--- src/rtl/rx_byte_clk.sv ---
module rx_byte_clk #(
  parameter int BITS = 10
) (
  input  logic            bit_clk,
  input  logic            rst_n,
  input  logic            ser_a,
  input  logic            ser_b,
  input  logic            sel_a,
  input  logic            reframe,
  output logic [BITS-1:0] dec_q,
  output logic            xfer_stb,
  output logic            byte_clk
);
  localparam int HI   = (BITS + 1) / 2;
  localparam int LO   = BITS - HI;
  localparam int CW   = $clog2(BITS);
  localparam int PMAX = (HI > LO) ? HI : LO;
  localparam int PW   = $clog2(PMAX + 1);

  logic            din;
  logic [BITS-1:0] sh;
  logic [BITS-1:0] word;
  logic [CW-1:0]   cnt;
  logic [CW-1:0]   idx;
  logic [PW-1:0]   plen;
  logic            last_bit;
  logic            rise_pt;
  logic            fall_pt;

  assign din      = sel_a ? ser_a : ser_b;
  assign word     = {sh[BITS-2:0], din};
  assign idx      = (reframe || cnt == CW'(BITS - 1)) ? '0 : cnt + 1'b1;
  assign last_bit = (idx == CW'(BITS - 1));
  assign rise_pt  = !byte_clk && (idx == '0)      && (plen >= PW'(LO));
  assign fall_pt  =  byte_clk && (idx == CW'(HI)) && (plen >= PW'(HI));

  always_ff @(posedge bit_clk or negedge rst_n) begin
    if (!rst_n) begin
      sh       <= '0;
      cnt      <= CW'(BITS - 1);
      dec_q    <= '0;
      xfer_stb <= 1'b0;
      byte_clk <= 1'b0;
      plen     <= PW'(LO);
    end else begin
      sh       <= word;
      cnt      <= idx;
      xfer_stb <= last_bit;
      if (last_bit)
        dec_q <= word;
      if (rise_pt || fall_pt) begin
        byte_clk <= ~byte_clk;
        plen     <= PW'(1);
      end else if (plen != PW'(PMAX)) begin
        plen <= plen + 1'b1;
      end
    end
  end
endmodule

--- config.mk ---
export PLATFORM = sky130hd
export DESIGN_NAME = rx_byte_clk
export DESIGN_NICKNAME = d
export VERILOG_FILES = /design/src/rtl/rx_byte_clk.sv
export SDC_FILE = /design/constraint.sdc
export NUM_CORES = 1
export LEC_CHECK = 0
export BUFFER_PORTS_ARGS = -buffer_cell sky130_fd_sc_hd__buf_2
export CELL_PAD_IN_SITES_DETAIL_PLACEMENT = 1
export CELL_PAD_IN_SITES_GLOBAL_PLACEMENT = 2
export CORE_UTILIZATION = 37
export DETAILED_ROUTE_END_ITERATION = 10
export PLACE_DENSITY = 0.78
export SLEW_MARGIN = 5
export SYNTH_ARGS = -nofsm -noshare
export SYNTH_HDL_FRONTEND = slang
export SYNTH_SLANG_ARGS = --single-unit
--- constraint.sdc ---
create_clock -name bit_clk -period 2.25 [get_ports bit_clk]
set_input_delay 0.3375 -clock bit_clk [delete_from_list [all_inputs] [get_ports bit_clk]]
set_output_delay 0.3375 -clock bit_clk [all_outputs]
set_load 0.02 [all_outputs]
==> impl_metrics.yaml <==
route:
  drc_errors: 0
  firstDrtPassIters: 3
  detail_route.iter0.violations: 20
  wl_um: 2010
  antenna_violating_nets_post_route: 0
  number_of_vias_after_detailed_routing: 727
  wl_per_cell_um: 13.3
  route.detailed.vias_per_inst: 4.81
power:
  comb_power_share: 0.263
  total_power_mw: 1.21
  clock_power_share: 0.195
  leakagePower_nw: 0.670
  internal_power_summed_over_all_cells_uw: 840
  power_density_nw_per_um2: 890
  power_frac_seq: 0.542
  netSwitchingFraction: 0.305
  netSwitchingPower_uw: 369
  vdd_ir_drop_max_mv: 0.420
layout:
  drive_above_1_share: 0.411
  final_core_util: 0.445
  number_of_nets_in_the_layout: 118
  antenna_cells: 0
  area.growth.synth_to_final_pct: 13.5
  fin_cells: 151
  finalInstanceArea_um2: 1360
  num-fill-cells: 346
clock_tree:
  worst_setup_hold_path_clk_slew_ns: 0.14
  cts_max_level: 1
  clock-root-buffer: "sky130_fd_sc_hd__clkbuf_4"
  max-clock-path-buffers: 2
  cts_buffers: 3
  cts_hold_buffers: 0
  clock_tree_from_tritoncts: "done"
  cts_resized: 0
  cts_post_setup_buffers_inserted: 0
  cts.sinks: 28
  insertion_delay_ns: 0.31
sta:
  worst_hold_slack_ns: 0.00402
  fmaxAchievable_ghz: 0.518
  report.final.hold_viol_count: 0
  number_of_failing_setup_endpoints_in_the_final_timing_report: 0
  timing.setup.tns_ns: 0
  min_period_ns: 1.93
  slew_headroom: 0.596
  layout_worst_path_cycle_share: 0.859
  worst_slew_pin_slew_ns: 0.606
  timing.final.ws_setup_ns: 0.318
  rsz0062_at_grt: "no"
  clk_skew_ns: 0.00305
  final_max_slew_viol_count: 0
grt:
  antenna_found_initial: 0
  via_count_of_the_first_global_routing_pass: 755
  grt-ovfl-total: 0
  globalRouteTotalUtil: 0.134
  grt_first_pass_wirelength_um: 3400
  grt_start_max_net_pins: 29
placed_design:
  detailedPlacementHpwl_um: 1510
  port-buffer-count: 17
  routabilityCongestion: 0.744
  placement.cell_area_um2: 1320
  pre_cts_ws_ns: 0.322
  placed_cells_incl_taps: 147
critical_path:
  cp_top_family: "flip-flops"
  worst_setup_path_start_kind: "register"
  endpoint_arrival_time_on_the_critical_path_ns: 2.15
  worst-endpoint-required_ns: 2.46
  critical_path.max_fanout: 11
  critical_path_cell_sequence: "ha_1, nor3b_1, nand2_1, a21oi_2, buf_4, mux2_2"
  critPathCaptureType: "register"
  critical_path_buf_inv_count: 1
  critPathKind: "reg2reg"
  timing.critical_path.slowest_cell_delay_ns: 0.62
  critical_path_slowest_stage_cell: "sky130_fd_sc_hd__dfstp_2"
  reg2reg_slack_ns: 0.32
floorplanning:
  std_cell_rows: 20
  die_area_um2: 3470
  die-width_um: 58.9
  start_util: 0.392
  dieHeight_um: 58.9
  io_count: 18
  core_um2: 3050
logic_synthesis:
  yosys_warnings: 0
  largest_family_of_logic_cells_by_synthesized_area: "compound AO/OA/AOI/OAI gates"
  multiplexer_share_of_the_synthesized_area: 0.103
  netlist_instances: 87
  post_synth_instance_area_um2: 1200
  synth.ff_latch_count: 28
  post-synth-top-count-cell: "sky130_fd_sc_hd__dfrtp_1"
  synthDominantCellAreaShare: 0.502
  synthArstFlopShare: 1.00
  xor_xnor_share_of_the_synthesized_area: 0.0146
  synthesis.nets: 97
  synthAdderAreaFrac: 0.0418
  ys_top_cells_by_count: "24 x sky130_fd_sc_hd__dfrtp_1, 11 x sky130_fd_sc_hd__mux2_2, 7 x sky130_fd_sc_hd__nor2_1"
  number_of_flops_mapped_to_enable_cells_by_yosys: 0
  syn-mean-instance-area_um2: 13.8
  yosysUniqueCellTypes: 29
  synthSimpleGateAreaFrac: 0.0993
  synth_compound_area_frac: 0.123
  synth_ff_type: "sky130_fd_sc_hd__dfrtp_1"
  synth.yosys.seq_area_share: 0.589
  yosys-top-cells-area: "sky130_fd_sc_hd__dfrtp_1 50%, sky130_fd_sc_hd__mux2_2 10%, sky130_fd_sc_hd__dfstp_2 8.8%"
  synth_top_area_cell: "sky130_fd_sc_hd__dfrtp_1"
worst_hold_path:
  hp-class: "in2async"
outcome:
  outcome: "finished, final reports clean"
flow_run:
  maxCapViolCount: 0
sequential cells by signal, summed over array words and instances, names as in the netlist:
register  flops
sh            9
plen          3
xfer_stb      1
byte_clk      1
cnt           4
dec_q        10
final timing paths:
kind,to,depth (start not counted),start
min in group bit_clk,cnt[3]$_DFF_PN1_,2,reframe
max,dec_q[6]$_DFFE_PN0P_,6,cnt[0]$_DFF_PN1_
min,dec_q[5]$_DFFE_PN0P_,1,rst_n
max reg2reg,dec_q[6]$_DFFE_PN0P_,6,cnt[0]$_DFF_PN1_
max in group asynchronous,byte_clk$_DFFE_PN0P_,1,rst_n
min reg2reg,sh[7]$_DFF_PN0_,0,sh[6]$_DFF_PN0_
cells in the final DEF, fill, tap and decap left out, drive strengths merged, types with 2 or more instances in the layout:
cell type | netlist | final
dfrtp | 24 | 24
buf | 2 | 18
mux2 | 11 | 11
nor2 | 7 | 7
nand2 | 4 | 4
ha | 4 | 4
dfstp | 4 | 4
a21oi | 4 | 4
clkbuf | 0 | 4
inv | 3 | 3
o21ai | 2 | 2
nand3b | 2 | 2
o211ai | 2 | 2
xor2 | 2 | 2
o211a | 2 | 2
or3b | 2 | 2
cell type report:
class	instances	area, um2	area share
inverter	3	11.3	0.00829
sequential	28	706	0.519
timing repair buffer	18	92.6	0.0681
multi-input combinational	54	458	0.337
tap	44	55.1	0.0405
clock buffer	4	36.3	0.0267
power by group through the flow:
| stage | registers (mW) | clock network (mW) | logic, mW |
|---|---|---|---|
| after global routing | 0.666 | 0.264 | 0.349 |
| after global placement | 0.661 | 0 | 0.308 |
| after floorplan | 0.671 | 0 | 0.229 |
| after CTS | 0.656 | 0.250 | 0.323 |
| after detailed placement | 0.666 | 0 | 0.320 |
| final | 0.655 | 0.236 | 0.318 |
worst reg2reg max path, cell delays in order (launching register included):
cell and delay (ns):
sky130_fd_sc_hd__dfstp_2 0.62, sky130_fd_sc_hd__ha_1 0.18, sky130_fd_sc_hd__nor3b_1 0.25, sky130_fd_sc_hd__nand2_1 0.12
sky130_fd_sc_hd__a21oi_2 0.11, sky130_fd_sc_hd__buf_4 0.20, sky130_fd_sc_hd__mux2_2 0.36
kinds of logic (layout without fill, tap and decap cells):
kind of cell    count (synthesis)  after routing
flops                          28             28
simple gates                   21             21
compound gates                 16             16
mux                            11             11
buf+inv                         5             25
fa+ha+maj                       4              4
xor+xnor                        2              2
metal layers:
layer	part of all wire	GRT usage	vias up
met5	0	0	-
met4	0.0084	0.0612	0
met3	0.023	0.0264	2
met2	0.49	0.213	8
met1	0.48	0.178	372
li1	-	-	345
Note: power is estimated with default switching activity, not from simulation.
